<file path="config.mk">
export PLATFORM = sky130hd
export DESIGN_NAME = pq_coalesce_ctrl
export DESIGN_NICKNAME = d
export VERILOG_FILES = /design/src/rtl/pq_pkg.sv /design/src/rtl/pq_req_decode.sv /design/src/rtl/pq_src_cell.sv /design/src/rtl/pq_ntf_arb.sv /design/src/rtl/pq_coalesce_ctrl.sv
export SDC_FILE = /design/constraint.sdc
export NUM_CORES = 1
export LEC_CHECK = 0
export BUFFER_PORTS_ARGS = -buffer_cell sky130_fd_sc_hd__buf_2
export CORE_ASPECT_RATIO = 1.75
export CORE_MARGIN = 2
export CORE_UTILIZATION = 40
export CTS_BUF_LIST = sky130_fd_sc_hd__clkbuf_16
export DETAILED_ROUTE_END_ITERATION = 10
export PLACE_DENSITY_LB_ADDON = 0.12
export RECOVER_POWER = 50
export SLEW_MARGIN = 20
export SYNTH_ARGS = -nofsm -noshare
export SYNTH_HDL_FRONTEND = slang
export SYNTH_SLANG_ARGS = --single-unit
export TNS_END_PERCENT = 10
</file>
<file path="constraint.sdc">
create_clock -name clk -period 3.5 [get_ports clk]
set_clock_uncertainty 0.15 [all_clocks]
set_input_delay 0.875 -clock clk [delete_from_list [all_inputs] [get_ports clk]]
set_output_delay 0.875 -clock clk [all_outputs]
set_load 0.05 [all_outputs]
</file>
<file path="src/rtl/pq_pkg.sv">
package pq_pkg;
  typedef enum logic [1:0] {
    OP_NONE = 2'd0,
    OP_EOI  = 2'd1,
    OP_GET  = 2'd2,
    OP_SET  = 2'd3
  } pq_op_e;

  // in-page offset bits [top:top-1] select the operation
  localparam logic [1:0] SEL_EOI_LD = 2'b00;
  localparam logic [1:0] SEL_EOI_ST = 2'b01;
  localparam logic [1:0] SEL_GET    = 2'b10;
  localparam logic [1:0] SEL_SET    = 2'b11;

  localparam logic [1:0] PQ_IDLE = 2'b00;
  localparam logic [1:0] PQ_P    = 2'b10;
  localparam logic [1:0] PQ_PQ   = 2'b11;
endpackage

</file>
<file path="src/rtl/pq_req_decode.sv">
module pq_req_decode
  import pq_pkg::*;
#(
  parameter int N_SRC     = 8,
  parameter int SRC_W     = 3,
  parameter int PAGE_BITS = 12,
  parameter int ADDR_W    = SRC_W + 1 + PAGE_BITS
) (
  input  logic              valid_i,
  input  logic              write_i,
  input  logic [ADDR_W-1:0] addr_i,
  input  logic [N_SRC-1:0]  cap_i,
  output logic [N_SRC-1:0]  op_hit_o,
  output logic [N_SRC-1:0]  page_trig_o,
  output pq_op_e            op_o,
  output logic [1:0]        setv_o,
  output logic              rsp_en_o,
  output logic              rsp_state_o,
  output logic [SRC_W-1:0]  src_o
);
  logic [SRC_W-1:0] src;
  logic             pg_trig;
  logic [1:0]       sel;
  logic             in_rng;
  logic             trig_hit;
  pq_op_e           op;

  always_comb begin
    src     = addr_i[ADDR_W-1 -: SRC_W];
    pg_trig = addr_i[PAGE_BITS];
    sel     = addr_i[PAGE_BITS-1 -: 2];
    setv_o  = addr_i[PAGE_BITS-3 -: 2];
    in_rng  = (int'(src) < N_SRC);
    op      = OP_NONE;
    if (valid_i && in_rng && !pg_trig) begin
      if (!write_i) begin
        case (sel)
          SEL_EOI_LD: op = OP_EOI;
          SEL_GET:    op = OP_GET;
          SEL_SET:    op = OP_SET;
          default:    op = OP_NONE;
        endcase
      end else if (sel == SEL_EOI_ST && cap_i[src]) begin
        op = OP_EOI;
      end
    end
    trig_hit = valid_i && write_i && pg_trig && in_rng;
    for (int i = 0; i < N_SRC; i++) begin
      op_hit_o[i]    = (src == SRC_W'(i)) && (op != OP_NONE);
      page_trig_o[i] = (src == SRC_W'(i)) && trig_hit;
    end
    op_o        = op;
    rsp_en_o    = valid_i && !write_i;
    rsp_state_o = (op != OP_NONE) && !write_i;
    src_o       = src;
  end

  logic unused_low_bits;
  assign unused_low_bits = ^addr_i[PAGE_BITS-5:0];
endmodule

</file>
<file path="src/rtl/pq_src_cell.sv">
module pq_src_cell
  import pq_pkg::*;
(
  input  logic       clk,
  input  logic       rst_n,
  input  logic       op_hit_i,
  input  pq_op_e     op_i,
  input  logic [1:0] setv_i,
  input  logic       trig_i,
  output logic [1:0] pq_o,
  output logic       event_o
);
  logic [1:0] pq_q, pq_mid, pq_d;
  logic       ev_eoi, ev_trig, pq_en;

  always_comb begin
    pq_mid = pq_q;
    ev_eoi = 1'b0;
    if (op_hit_i) begin
      case (op_i)
        OP_EOI: begin
          if (pq_q[0]) begin
            pq_mid = PQ_P;
            ev_eoi = 1'b1;
          end else begin
            pq_mid = PQ_IDLE;
          end
        end
        OP_SET:  pq_mid = setv_i;
        default: pq_mid = pq_q;
      endcase
    end
    pq_d    = pq_mid;
    ev_trig = 1'b0;
    if (trig_i) begin
      if (pq_mid == PQ_IDLE) begin
        pq_d    = PQ_P;
        ev_trig = 1'b1;
      end else begin
        pq_d = PQ_PQ;
      end
    end
    pq_en   = op_hit_i || trig_i;
    event_o = ev_eoi || ev_trig;
  end

  always_ff @(posedge clk or negedge rst_n) begin
    if (!rst_n)      pq_q <= PQ_IDLE;
    else if (pq_en)  pq_q <= pq_d;
  end

  assign pq_o = pq_q;

  assert_trig_sets_p_R2: assert property (@(posedge clk) disable iff (!rst_n)
    trig_i |=> pq_q[1]);
  assert_event_marks_p_R3: assert property (@(posedge clk) disable iff (!rst_n)
    event_o |=> pq_q[1]);
  assert_get_keeps_R4: assert property (@(posedge clk) disable iff (!rst_n)
    (op_hit_i && op_i == OP_GET && !trig_i) |=> $stable(pq_q));
  assert_force_value_R5: assert property (@(posedge clk) disable iff (!rst_n)
    (op_hit_i && op_i == OP_SET && !trig_i) |=> (pq_q == $past(setv_i)));
endmodule

</file>
<file path="src/rtl/pq_ntf_arb.sv">
module pq_ntf_arb #(
  parameter int N_SRC = 8,
  parameter int SRC_W = 3
) (
  input  logic             clk,
  input  logic             rst_n,
  input  logic [N_SRC-1:0] event_i,
  input  logic             ready_i,
  output logic             valid_o,
  output logic [SRC_W-1:0] src_o
);
  logic [N_SRC-1:0] pend_q, pend_d, take;
  logic             out_valid_q, out_valid_d;
  logic [SRC_W-1:0] out_src_q, out_src_d, pick;
  logic             any, load;

  always_comb begin
    pick = '0;
    for (int i = N_SRC - 1; i >= 0; i--) begin
      if (pend_q[i]) pick = SRC_W'(i);
    end
    any  = |pend_q;
    load = !out_valid_q || ready_i;
    take = '0;
    if (load && any) take[pick] = 1'b1;
    pend_d      = (pend_q & ~take) | event_i;
    out_valid_d = load ? any : out_valid_q;
    out_src_d   = (load && any) ? pick : out_src_q;
  end

  always_ff @(posedge clk or negedge rst_n) begin
    if (!rst_n) begin
      pend_q      <= '0;
      out_valid_q <= 1'b0;
      out_src_q   <= '0;
    end else begin
      pend_q      <= pend_d;
      out_valid_q <= out_valid_d;
      if (load) out_src_q <= out_src_d;
    end
  end

  assign valid_o = out_valid_q;
  assign src_o   = out_src_q;

  assert_stall_hold_R9: assert property (@(posedge clk) disable iff (!rst_n)
    (out_valid_q && !ready_i) |=> (out_valid_q && $stable(out_src_q)));
  assert_event_issued_R9: assert property (@(posedge clk) disable iff (!rst_n)
    (|event_i) |=> (out_valid_q || (|pend_q)));
endmodule

</file>
<file path="src/rtl/pq_coalesce_ctrl.sv">
module pq_coalesce_ctrl
  import pq_pkg::*;
#(
  parameter int N_SRC     = 8,
  parameter int PAGE_BITS = 12,
  parameter int DATA_W    = 64,
  localparam int SRC_W    = (N_SRC > 1) ? $clog2(N_SRC) : 1,
  localparam int ADDR_W   = SRC_W + 1 + PAGE_BITS
) (
  input  logic              clk,
  input  logic              rst_n,
  input  logic [N_SRC-1:0]  hw_trig,
  input  logic [N_SRC-1:0]  store_eoi_cap,
  input  logic              mmio_valid,
  input  logic              mmio_write,
  input  logic [ADDR_W-1:0] mmio_addr,
  output logic              rsp_valid,
  output logic [DATA_W-1:0] rsp_data,
  output logic              ntf_valid,
  input  logic              ntf_ready,
  output logic [SRC_W-1:0]  ntf_src
);
  logic [1:0] rst_sync_q;
  logic       rst_int_n;

  always_ff @(posedge clk or negedge rst_n) begin
    if (!rst_n) rst_sync_q <= 2'b00;
    else        rst_sync_q <= {rst_sync_q[0], 1'b1};
  end
  assign rst_int_n = rst_sync_q[1];

  logic [N_SRC-1:0]      op_hit, page_trig, src_event;
  logic [N_SRC-1:0][1:0] pq_all;
  pq_op_e                op;
  logic [1:0]            setv;
  logic                  rsp_en, rsp_state;
  logic [SRC_W-1:0]      req_src;

  pq_req_decode #(
    .N_SRC(N_SRC), .SRC_W(SRC_W), .PAGE_BITS(PAGE_BITS), .ADDR_W(ADDR_W)
  ) u_decode (
    .valid_i(mmio_valid), .write_i(mmio_write), .addr_i(mmio_addr),
    .cap_i(store_eoi_cap), .op_hit_o(op_hit), .page_trig_o(page_trig),
    .op_o(op), .setv_o(setv), .rsp_en_o(rsp_en), .rsp_state_o(rsp_state),
    .src_o(req_src)
  );

  for (genvar g = 0; g < N_SRC; g++) begin : g_cell
    pq_src_cell u_cell (
      .clk(clk), .rst_n(rst_int_n), .op_hit_i(op_hit[g]), .op_i(op),
      .setv_i(setv), .trig_i(hw_trig[g] | page_trig[g]),
      .pq_o(pq_all[g]), .event_o(src_event[g])
    );
  end

  pq_ntf_arb #(.N_SRC(N_SRC), .SRC_W(SRC_W)) u_arb (
    .clk(clk), .rst_n(rst_int_n), .event_i(src_event),
    .ready_i(ntf_ready), .valid_o(ntf_valid), .src_o(ntf_src)
  );

  logic              rsp_valid_q;
  logic [DATA_W-1:0] rsp_data_q, rsp_data_d;

  always_comb begin
    rsp_data_d = '0;
    if (rsp_state) rsp_data_d[1:0] = pq_all[req_src];
  end

  always_ff @(posedge clk or negedge rst_int_n) begin
    if (!rst_int_n) begin
      rsp_valid_q <= 1'b0;
      rsp_data_q  <= '0;
    end else begin
      rsp_valid_q <= rsp_en;
      if (rsp_en) rsp_data_q <= rsp_data_d;
    end
  end

  assign rsp_valid = rsp_valid_q;
  assign rsp_data  = rsp_data_q;

  assert_store_no_rsp_R10: assert property (@(posedge clk) disable iff (!rst_int_n)
    (mmio_valid && mmio_write) |=> !rsp_valid);
  assert_load_rsp_R10: assert property (@(posedge clk) disable iff (!rst_int_n)
    (mmio_valid && !mmio_write) |=> (rsp_valid && rsp_data[DATA_W-1:2] == '0));
  assert_idle_no_rsp_R10: assert property (@(posedge clk) disable iff (!rst_int_n)
    !mmio_valid |=> !rsp_valid);
endmodule

</file>
==> results by group, run 1 <==
Flow run
  • Max_cap viols: 1

CTS
  • CTS tree: built
  • # clock sinks: 33
  • Post-CTS Resized: 0
  • # hold bufs at CTS: 0
  • Number of CTS-inserted buffers: 5
  • H-tree levels: 2
  • Worst-skew pair later-pin latency: 0.28 ns
  • CTS max path bufs: 2
  • Root buf cell: clkbuf_16
  • Register clock-pin slew on the reported worst setup and hold paths: 0.06 ns
  • Postcts setup bufs: 0

Finish
  • Diodes inserted: 0
  • Nets: 403
  • Share of layout cells above drive strength 1: 16.2%
  • Fill cells: 692
  • P&R area growth vs syn: 8.76%

Power and ir drop
  • Tot Pwr: 0.00150 W
  • Worst vdd ir: 0.254 mV
  • Static leakage: 1.41 nW
  • Power Density: 513 nW/um^2

Global routing
  • Initial antenna violation count: 0
  • Busiest grt layer: met2
  • Met1 track demand over resource: 24.5%
  • Overflow after GRT: 0
  • GR Util met3: 2.61%
  • Largest net degree at the start of global routing: 32
  • GRT met2 Usage: 32.6%
  • Number of global-route vias before repair: 2,165
  • GRT Total Usage: 19.4%
  • First-pass GRT wire length: 11.1 mm

Timing
  • Final critical-path required period: 2.86 ns
  • Worst-Margin Slew: 1.76 ns
  • Hold_ws: 0.201 ns
  • Crit share post-route: 81.8%
  • RSZ-0062 raised after global routing: false
  • Setup_tns: 0 ns
  • Final worst slack: 0.638 ns
  • Slew Viols, Final: 32
  • Slew HR: -17.2%
  • Final hold vios: 0
  • Final setup fails: 0
  • F_max: 349 MHz

Outcome
  • Outcome: finished, violations left
  • Failing checks: capacitance limit, slew limit

Yosys
  • EDFF count, synth: 0
  • Fraction of the mapped netlist area in adder cells: 1.40%
  • Area leader, netlist: dfrtp_1
  • Largest family of logic cells by synthesized area: buffers and inverters
  • Synth warnings: 0
  • Synth cell types: 53
  • Avg Synthesized Cell Area: 8.24 sq um
  • Synth Instances: 326
  • Netlist area before placement: 2690 sq um
  • Most common cell in the netlist: buf_4
  • Mux cell area share after synthesis: 8.62%
  • Async set or reset register ratio after synthesis: 100%
  • Compound-cell area share of the yosys netlist: 20.0%
  • Seq/Total Area, Yosys: 30.8%
  • Top FF cell, synth: dfrtp_1
  • Simple-gate area share of the yosys netlist: 18.9%
  • XOR/XNOR Fraction of Synth Area: 0%
  • Largest cells by area after synthesis: dfrtp_1, buf_4, nand2_1
  • Synth cell count leaders: buf_4, nand2_1, dfrtp_1, nor2_1
  • Synthesized flop and latch total: 33
  • Post-synth top area share: 30.8%

Die
  • Die height: 112 um
  • Ports: 106
  • Initial core utilization: 41.4%
  • Die area: 7410 sq um
  • Die width: 65.9 um
  • Row count: 39
  • Core area: 6490 sq um

Route
  • Vias: 2,321
  • DR pass1 iterations: 5
  • Vias per cell: 5.20
  • ANT nets after route: 0
  • Iter 0 DRT Violations: 94
  • Final WL: 6.83 mm
  • Final routed DRC violation total: 0
  • WL per Instance: 15.3 um

Placement
  • Pre-CTS setup slack: 0.380 ns
  • Placer Congestion: 0.826
  • DP HPWL: 5.27 mm
  • # port buffers: 35

Critical path
  • CP max FO: 7
  • Worst EP required: 3.54 ns
  • Crit end category: register
  • CP Launch Type: input port
  • CP Class: in -> reg
  • CP arrival: 2.91 ns

Worst hold path
  • Hold Path Class: reg -> reg
-- layout by cell type, fill, tap and decap left out, types with 7 or more instances in the layout --
master | Yosys | final
inv_1 | 8 | 8
nand3_1 | 11 | 11
a21oi_1 | 18 | 18
nor2_1 | 20 | 20
conb_1 | 2 | 63
a31oi_1 | 7 | 7
mux2i_1 | 13 | 13
nor2b_1 | 7 | 7
buf_2 | 1 | 33
nand2_1 | 43 | 43
o21ai_0 | 18 | 18
dfrtp_1 | 33 | 33
-- area by class of cell --
cell class                      instances  area [sq um]  area share, %
Clock inverter                          3          65.1           2.23
Clock buffer                            5           125           4.28
Tap cell                               82           103           3.51
Multi-Input combinational cell        273          1550           53.1
Sequential cell                        33           826           28.3
Inverter                                8          30.0           1.03
Timing Repair Buffer                   42           221           7.58
-- state kept, by name, indices dropped and copies added (netlist names) --
name                cells
rsp_data                2
g_cell.u_cell.pq_o     16
rst_sync_q              2
u_arb.src_o             3
u_arb.valid_o           1
rsp_valid               1
u_arb.pend_q            8
-- layer usage --
metal  routed length [um]  vias up
li1                     -     1104
met1                 2590     1103
met2                 3660       99
met3                  338       15
met4                  244        0
met5                    0        -
-- kinds of logic (layout without fill, tap and decap cells) --
logic type               Yosys count  in the layout
other                              2             63
AND/OR/NAND/NOR                  107            107
flip-flops                        33             33
buffers and inverters             81             58
AO/OA/AOI/OAI                     80             80
multiplexers                      20             20
adder cells (fa/ha/maj)            3              3
-- critical path, stage by stage --
cell and delay (ns):
buf_2 0.10, inv_1 0.04, ha_1 0.28, nor2_1 0.05, or3b_1 0.49, a211o_1 0.38, mux2_1 0.34, o32a_1 0.20
o221ai_2 0.14
-- worst paths after layout --
kind | slack (ns) | start | endpoint | depth (start not counted)
max | 0.64 | mmio_addr[10] | u_arb.pend_q[2] | 9
min | 0.20 | rst_sync_q[0] | rst_sync_q[1] | 0
max reg2reg | 1.39 | u_arb.pend_q[0] | u_arb.pend_q[6] | 6
min reg2reg | 0.20 | rst_sync_q[0] | rst_sync_q[1] | 0
max in group asynchronous | 1.53 | rst_sync_q[1] | g_cell[5].u_cell.pq_o[0] | 1
min in group asynchronous | 0.22 | rst_n | rst_sync_q[0] | 1
-- metrics by stage --
step / cells / utilization [%] / instance area, sq um
6_report: 446 / 45.0 / 2920
3_5_place_dp: 438 / 42.2 / 2740
2_1_floorplan: 387 / - / 2910
3_3_place_gp: 438 / 42.2 / 2740
4_1_cts: 446 / 45.1 / 2930
5_1_grt: 446 / 45.0 / 2920
-- power by group --
| group | internal (W) | switching, W | total, W |
|---|---|---|---|
| clock | 0.000407 | 0.000169 | 0.000576 |
| combinational | 0.000104 | 0.000373 | 0.000477 |
| sequential | 0.000419 | 0.0000255 | 0.000444 |
| total | 0.000929 | 0.000568 | 0.00150 |
(Power assumes the default switching activity.)
==> run 2, diff against run 1 <==
Settings changed: ABC_AREA set to 1.
Clock period 3.5 ns to 2.3 ns, I/O delays scaled along.
==> results by group, run 2 <==
Critical path
  • Top cell by count, worst path: nand2_1
  • Worst-case reg-to-reg path depth: 8 (+2)
  • CP top delay family: buffers and inverters
  • FF-to-FF setup slack: 0.56 ns (-0.83 ns)
  • Worst EP required: 2.37 ns (-1.17 ns)
  • Worst Setup EP: u_arb.pend_q[0]
  • Worst R2R Start: u_arb.pend_q[7]
  • Crit path buf inv count: 4 (+2)
  • CP arrival: 2.11 ns (-0.80 ns)
  • FF-to-FF End: u_arb.pend_q[5]
  • Largest stage delay on the critical path: 0.30 ns (-0.19 ns)
  • CP Class: in -> reg
  • CP max FO: 13 (+6)
  • CP cell instances: buf_2 > inv_1 > ha_1 > o21ai_2 > clkinv_1 > buf_12 > nand4_1 > nand2_1 > nor2_2 > nand3_1 > nand2_1
  • CP Launch Type: input port
  • CP startpoint: mmio_addr[10]
  • Crit end category: register
  • Crit. path cell count: 11 (+2)
  • Crit-path slowest cell: ha_1

Global routing
  • Overflow after GRT: 0 (unchanged)
  • Number of global-route vias before repair: 2,179 (+0.65%)
  • First-pass GRT wire length: 9.99 mm (-9.7%)
  • Initial antenna violation count: 0 (unchanged)
  • Largest net degree at the start of global routing: 32 (unchanged)
  • GRT Total Usage: 17.6% (-1.8 points)

Finish
  • Max reg flops: 16 (unchanged)
  • Non-Filler Instances: 517 (+16%)
  • Commonest non-fill, non-tap cell in the layout: nand2_1
  • Fin area: 3040 sq um (+4.2%)
  • Core Util, Final: 46.6% (+1.6 points)
  • Diodes inserted: 0 (unchanged)
  • Nets: 474 (+18%)
  • Most frequent cells in the layout: nand2_1, conb_1, inv_1
  • Share of layout cells above drive strength 1: 19.8% (+3.6 points)
  • P&R area growth vs syn: 12.3%

Timing
  • Worst-Margin Slew: 0.819 ns (-0.939 ns)
  • RSZ-0062 raised after global routing: false
  • Final worst slack: 0.262 ns (-0.376 ns)
  • Setup_tns: 0 ns (unchanged)
  • Final setup fails: 0 (unchanged)
  • F_max: 491 MHz
  • Crit share post-route: 88.6%
  • Slew HR: 45.4% (+63 points)
  • Final hold vios: 0 (unchanged)
  • Final critical-path required period: 2.04 ns
  • Slew Viols, Final: 0 (-100%)

CTS
  • H-tree levels: 2 (unchanged)
  • # hold bufs at CTS: 1 (+1)
  • CTS tree: built
  • Postcts setup bufs: 0 (unchanged)
  • Post-CTS Resized: 0 (unchanged)
  • Root buf cell: clkbuf_16
  • Worst-skew pair later-pin latency: 0.28 ns (about the same)
  • # clock sinks: 33 (unchanged)
  • Register clock-pin slew on the reported worst setup and hold paths: 0.06 ns (about the same)
  • Number of CTS-inserted buffers: 5 (unchanged)
  • CTS max path bufs: 2 (unchanged)

Yosys
  • Avg Synthesized Cell Area: 7.13 sq um (-13%)
  • Synth Instances: 380 (+17%)
  • Synthesized flop and latch total: 33 (unchanged)
  • EDFF count, synth: 0 (unchanged)
  • Synth cell count leaders: nand2_1, buf_4, inv_1, nor2_1, dfrtp_1
  • Netlist area before placement: 2710 sq um (+0.93%)
  • Largest cells by area after synthesis: dfrtp_1, buf_4, nand2_1
  • Synth warnings: 0 (unchanged)
  • Top FF cell, synth: dfrtp_1
  • Async set or reset register ratio after synthesis: 100% (unchanged)
  • Seq/Total Area, Yosys: 30.5% (-0.28 points)
  • Most common cell in the netlist: nand2_1
  • Area leader, netlist: dfrtp_1
  • Post-synth top area share: 30.5% (-0.28 points)
  • Synth cell types: 31 (-42%)

Die
  • Die width: 66.2 um (+0.43%)
  • Row count: 39 (unchanged)
  • Ports: 106 (unchanged)
  • Die height: 113 um (+0.44%)
  • Die area: 7480 sq um (+0.88%)
  • Core area: 6540 sq um (+0.75%)
  • Initial core utilization: 41.4% (+0.074 points)

Placement
  • # port buffers: 35 (unchanged)
  • DP Cell Count: 508 (+16%)
  • DP HPWL: 4.87 mm (-7.6%)
  • Pre-CTS setup slack: -0.0337 ns (-0.414 ns)
  • Placed Area: 2850 sq um (+4.2%)
  • Placer Congestion: 0.878 (+6.3%)

Outcome
  • Outcome: complete, no violations

Route
  • ANT nets after route: 0 (unchanged)
  • Final routed DRC violation total: 0 (unchanged)
  • DR pass1 iterations: 4 (-1)
  • Final WL: 6.14 mm (-10%)
  • Vias per cell: 4.49 (-14%)
  • Iter 0 DRT Violations: 106 (+13%)
  • Vias: 2,321 (unchanged)
  • WL per Instance: 11.9 um (-22%)

Power and ir drop
  • Worst vdd ir: 0.627 mV (+150%)
  • Static leakage: 1.64 nW (+17%)
  • Power Density: 850 nW/um^2 (+66%)

Flow run
  • Max_cap viols: 0 (-1)

Worst hold path
  • Hold Path Class: reg -> reg
-- run 2: changes by cell type after synthesis, moves of 8 or more --
cell,delta
a21oi_1,-9
clkbuf_1,-9
inv_1,+41
mux2i_1,-13
nand2_1,+41
nand3_2,+8
nand4_1,+8
nor2_1,+17
-- run 2: how the worst min path moves through the flow --
stage	startpoint	endpoint	slack, ns	cells past startpoint
final	rst_sync_q[0]	rst_sync_q[1]	0.20	0
after global routing	rst_sync_q[0]	rst_sync_q[1]	0.21	0
after CTS	rst_sync_q[1]	u_arb.pend_q[1]	0.15	1
after detailed placement	rst_sync_q[1]	g_cell[2].u_cell.pq_o[0]	0.14	1
after global placement	rst_sync_q[1]	u_arb.pend_q[1]	0.13	1
after floorplan	rst_n	rst_sync_q[0]	0.13	0
-- run 2: final cells by class --
| cell class | count | area (sq um) |
|---|---|---|
| repair buffers | 51 | 315 |
| fillers | 700 | 3490 |
| flip-flops and latches | 33 | 826 |
| multi-input cells | 290 | 1410 |
| inverters | 53 | 204 |
| well taps | 82 | 103 |
| clock inverters | 3 | 65.1 |
| clock buffers | 5 | 125 |
-- run 2: per-stage QoR --
stage	hold slack [ns]	total power, W
2_1_floorplan	0.129	0.00157
3_3_place_gp	0.132	0.00173
3_5_place_dp	0.140	0.00173
4_1_cts	0.150	0.00263
5_1_grt	0.207	0.00274
6_report	0.201	0.00259
-- run 2: kinds of logic (layout without fill, tap and decap cells) --
group,after synthesis,count (layout),synth area share (%)
AOI/OAI and AO/OA,43,43,9.00
adders and majority gates,3,3,1.39
buffers and inverters,118,112,26.1
DFF,33,33,30.5
other,2,63,0.277
and+or+nand+nor,181,181,32.8
-- run 2: power breakdown --
part           total [W]  switching, W  leakage (nW)  internal (W)
Clock           0.000885      0.000266        0.0938      0.000619
Sequential      0.000731     0.0000599         0.360      0.000671
Combinational   0.000973      0.000746          1.19      0.000228
Total            0.00259       0.00107          1.64       0.00152
-- run 2: worst register-to-register path, delay by kind of cell (launching register included) --
| kind | cells | cell delay [ns] |
|---|---|---|
| AO/OA/AOI/OAI | 5 | 0.82 |
| buffers and inverters | 1 | 0.04 |
| flip-flops | 1 | 0.37 |
| AND/OR/NAND/NOR | 2 | 0.24 |
-- run 2: routing by layer --
| metal | up-vias | GRT usage, % | routed length (um) |
|---|---|---|---|
| met5 | - | 0 | 0 |
| met4 | 0 | 8.30 | 155 |
| met3 | 10 | 2.29 | 278 |
| met2 | 80 | 31.9 | 3260 |
| met1 | 1046 | 19.6 | 2450 |
| li1 | 1185 | - | - |
==> run 3, diff against run 2 <==
Settings changed: CORE_ASPECT_RATIO 1.75 to 1.25, SYNTH_HIERARCHICAL set to 1.
==> results by group, run 3 <==
Global routing
  • Largest net degree at the start of global routing: 32 (unchanged)
  • Met1 track demand over resource: 18.2% (-1.5 points)
  • Overflow after GRT: 0 (unchanged)
  • Number of global-route vias before repair: 2,330 (+6.9%)
  • Busiest grt layer: met2
  • GRT Total Usage: 15.9% (-1.7 points)
  • GRT met2 Usage: 28.8% (-3.0 points)
  • First-pass GRT wire length: 10.1 mm (+1.2%)
  • Initial antenna violation count: 0 (unchanged)
  • GR Util met3: 2.23% (-0.058 points)

Yosys
  • Async set or reset register ratio after synthesis: 100% (unchanged)
  • Synth Instances: 463 (+22%)
  • Fraction of the mapped netlist area in adder cells: 1.64% (+0.26 points)
  • Simple-gate area share of the yosys netlist: 41.6% (+8.9 points)
  • XOR/XNOR Fraction of Synth Area: 0% (unchanged)
  • Compound-cell area share of the yosys netlist: 2.63% (-6.4 points)
  • Largest family of logic cells by synthesized area: simple AND/OR/NAND/NOR gates
  • Largest cells by area after synthesis: dfrtp_1, nand2_1, buf_4
  • Synth warnings: 6 (+6)
  • EDFF count, synth: 0 (unchanged)
  • Post-synth top area share: 27.1% (-3.4 points)
  • Area leader, netlist: dfrtp_1
  • Synth cell types: 27 (-13%)
  • Netlist area before placement: 3050 sq um (+12%)
  • Seq/Total Area, Yosys: 27.1% (-3.4 points)
  • Avg Synthesized Cell Area: 6.58 sq um (-7.7%)
  • Synthesized flop and latch total: 33 (unchanged)
  • Top FF cell, synth: dfrtp_1
  • Mux cell area share after synthesis: 0% (unchanged)
  • Most common cell in the netlist: nand2_1
  • Synth cell count leaders: nand2_1, buf_4, inv_1, dfrtp_1, nand3_1

Placement
  • # port buffers: 35 (unchanged)
  • Pre-CTS setup slack: -0.148 ns (-0.115 ns)
  • Placer Congestion: 0.833 (-5.1%)
  • DP HPWL: 4.92 mm (+1.2%)
  • DP Cell Count: 591 (+16%)

Die
  • Die width: 82.1 um (+24%)
  • Die area: 8340 sq um (+12%)
  • Row count: 35 (-10%)
  • Die height: 102 um (-10%)
  • Core area: 7400 sq um (+13%)
  • Ports: 106 (unchanged)
  • Initial core utilization: 41.2% (-0.28 points)

CTS
  • Postcts setup bufs: 0 (unchanged)
  • CTS max path bufs: 2 (unchanged)
  • Worst-skew pair later-pin latency: 0.28 ns (about the same)
  • Register clock-pin slew on the reported worst setup and hold paths: 0.05 ns (about the same)
  • H-tree levels: 2 (unchanged)
  • # clock sinks: 33 (unchanged)
  • Root buf cell: clkbuf_16
  • Number of CTS-inserted buffers: 5 (unchanged)
  • CTS tree: built

Power and ir drop
  • Clk network pwr share: 35.9% (+1.7 points)
  • Static leakage: 1.94 nW (+18%)
  • Sw power: 0.000826 W (-23%)
  • Power Density: 637 nW/um^2 (-25%)
  • Tot Pwr: 0.00209 W (-19%)
  • Switching share of power: 39.5% (-1.9 points)
  • Worst vdd ir: 0.370 mV (-41%)
  • Comb pwr share: 33.3% (-4.3 points)
  • Cell Int Power: 0.00127 W (-17%)
  • Sequential Power Share: 30.9% (+2.7 points)

Finish
  • Core Util, Final: 44.4% (-2.2 points)
  • Commonest non-fill, non-tap cell in the layout: nand2_1
  • Share of layout cells above drive strength 1: 22.2% (+2.5 points)
  • Diodes inserted: 0 (unchanged)
  • Non-Filler Instances: 600 (+16%)
  • Max reg flops: 16 (unchanged)
  • Most frequent cells in the layout: nand2_1, conb_1, inv_1
  • P&R area growth vs syn: 7.80%
  • Nets: 548 (+16%)

Critical path
  • CP max FO: 8 (-5)
  • Worst EP required: 2.31 ns (-0.06 ns)
  • Largest stage delay on the critical path: 0.23 ns (-0.07 ns)
  • CP Class: in -> reg
  • CP Launch Type: input port
  • Crit end category: register
  • CP arrival: 2.09 ns (-0.02 ns)
  • CP top delay family: simple AND/OR/NAND/NOR gates
  • CP cell instances: buf_2 > inv_8 > nand2_2 > nand2_1 > nand2_1 > nand3_2 > nand3_2 > nand2_2 > nand2_4 > clkinvlp_4 > nand2_2 > inv_2 > nand2_2 > nand2_2 > nand3_1 > nand2_1 > o21bai_1
  • Crit-path slowest cell: clkinvlp_4
  • Top cell by count, worst path: nand2_2
  • Crit path buf inv count: 4 (unchanged)

Timing
  • Final hold vios: 0 (unchanged)
  • Crit share post-route: 90.3% (+1.7 points)
  • F_max: 481 MHz (-1.9%)
  • RSZ-0062 raised after global routing: false
  • Slew HR: 44.8% (-0.63 points)
  • Final setup fails: 0 (unchanged)
  • Worst-Margin Slew: 0.829 ns (+0.00951 ns)
  • Final worst slack: 0.222 ns (-0.0401 ns)
  • Final critical-path required period: 2.08 ns (+0.0401 ns)
  • Slew Viols, Final: 0 (unchanged)

Route
  • Iter 0 DRT Violations: 76 (-28%)
  • Final WL: 6.24 mm (+1.6%)
  • Final routed DRC violation total: 0 (unchanged)
  • DR pass1 iterations: 4 (unchanged)
  • WL per Instance: 10.4 um (-12%)
  • ANT nets after route: 0 (unchanged)
  • Vias: 2,568 (+11%)
  • Vias per cell: 4.28 (-4.7%)

Worst hold path
  • Hold Path Class: reg -> reg

Flow run
  • Max_cap viols: 0 (unchanged)

Outcome
  • Outcome: complete, no violations
[run 3: cell count changes in the layout (fill, tap and decap cells not counted), moves of 8 or more]
cell,delta
o21ai_0,-20
nand2_1,+70
nor2_1,-12
nand4_1,-8
nand2_2,+25
nand3_1,+14
or2_1,+8
nand3b_1,+8
inv_2,+18
[run 3: final cells by class]
class | count | area [sq um]
multi-input combinational | 352 | 1630
tap | 92 | 115
fill | 789 | 4120
inverter | 69 | 278
clock buffer | 5 | 125
clock inverter | 3 | 37.5
timing repair buffer | 46 | 269
sequential | 33 | 826
[run 3: cell families after synthesis]
| kind of cell | after synthesis |
|---|---|
| AOI/OAI and AO/OA | 15 |
| DFF | 33 |
| buffers and inverters | 139 |
| adders and majority gates | 4 |
| other | 2 |
| and+or+nand+nor | 270 |
[run 3: repair_timing]
item / in CTS / in global routing
hold buffers: 1 / 0
endpoints found under the hold margin: 2 / 0
endpoints found under the setup margin: 0 / 6
resized for setup: 0 / 1
[run 3: per-stage QoR]
stage / instance area (sq um) / hold WS [ns] / setup TNS, ns
2_1_floorplan: 3280 / 0.129 / 0
3_3_place_gp: 3110 / 0.127 / -1.01
3_5_place_dp: 3110 / 0.139 / -1.34
4_1_cts: 3290 / 0.141 / 0
5_1_grt: 3280 / 0.219 / 0
6_report: 3280 / 0.196 / 0
[run 3: metal layers]
metal / share of wire (%) / up-vias
met1: 43 / 1143
met5: 0 / -
met2: 51 / 65
li1: - / 1349
met3: 3.6 / 11
met4: 2.5 / 0
[run 3: path summary, 6_finish.rpt]
path	from	to	slack (ns)	cells after the start
max	mmio_addr[13]	u_arb/pend_q[0]	0.22	17
min	rst_sync_q[0]	rst_sync_q[1]	0.20	0
max reg2reg	u_arb/pend_q[4]	u_arb/pend_q[2]	0.91	7
min reg2reg	rst_sync_q[0]	rst_sync_q[1]	0.20	0
max in group asynchronous	rst_sync_q[1]	g_cell[1].u_cell/pq_o[0]	1.21	1
min in group asynchronous	rst_sync_q[1]	rsp_data[1]	0.26	1
[run 3: power by group through the flow]
| stage | clock network [W] | logic (W) | registers (W) |
|---|---|---|---|
| 2_1_floorplan | 0 | 0.000540 | 0.000782 |
| 3_5_place_dp | 0 | 0.000701 | 0.000657 |
| 4_1_cts | 0.000777 | 0.000703 | 0.000647 |
| 6_report | 0.000750 | 0.000697 | 0.000646 |
| 5_1_grt | 0.000792 | 0.000753 | 0.000654 |
| 3_3_place_gp | 0 | 0.000695 | 0.000655 |
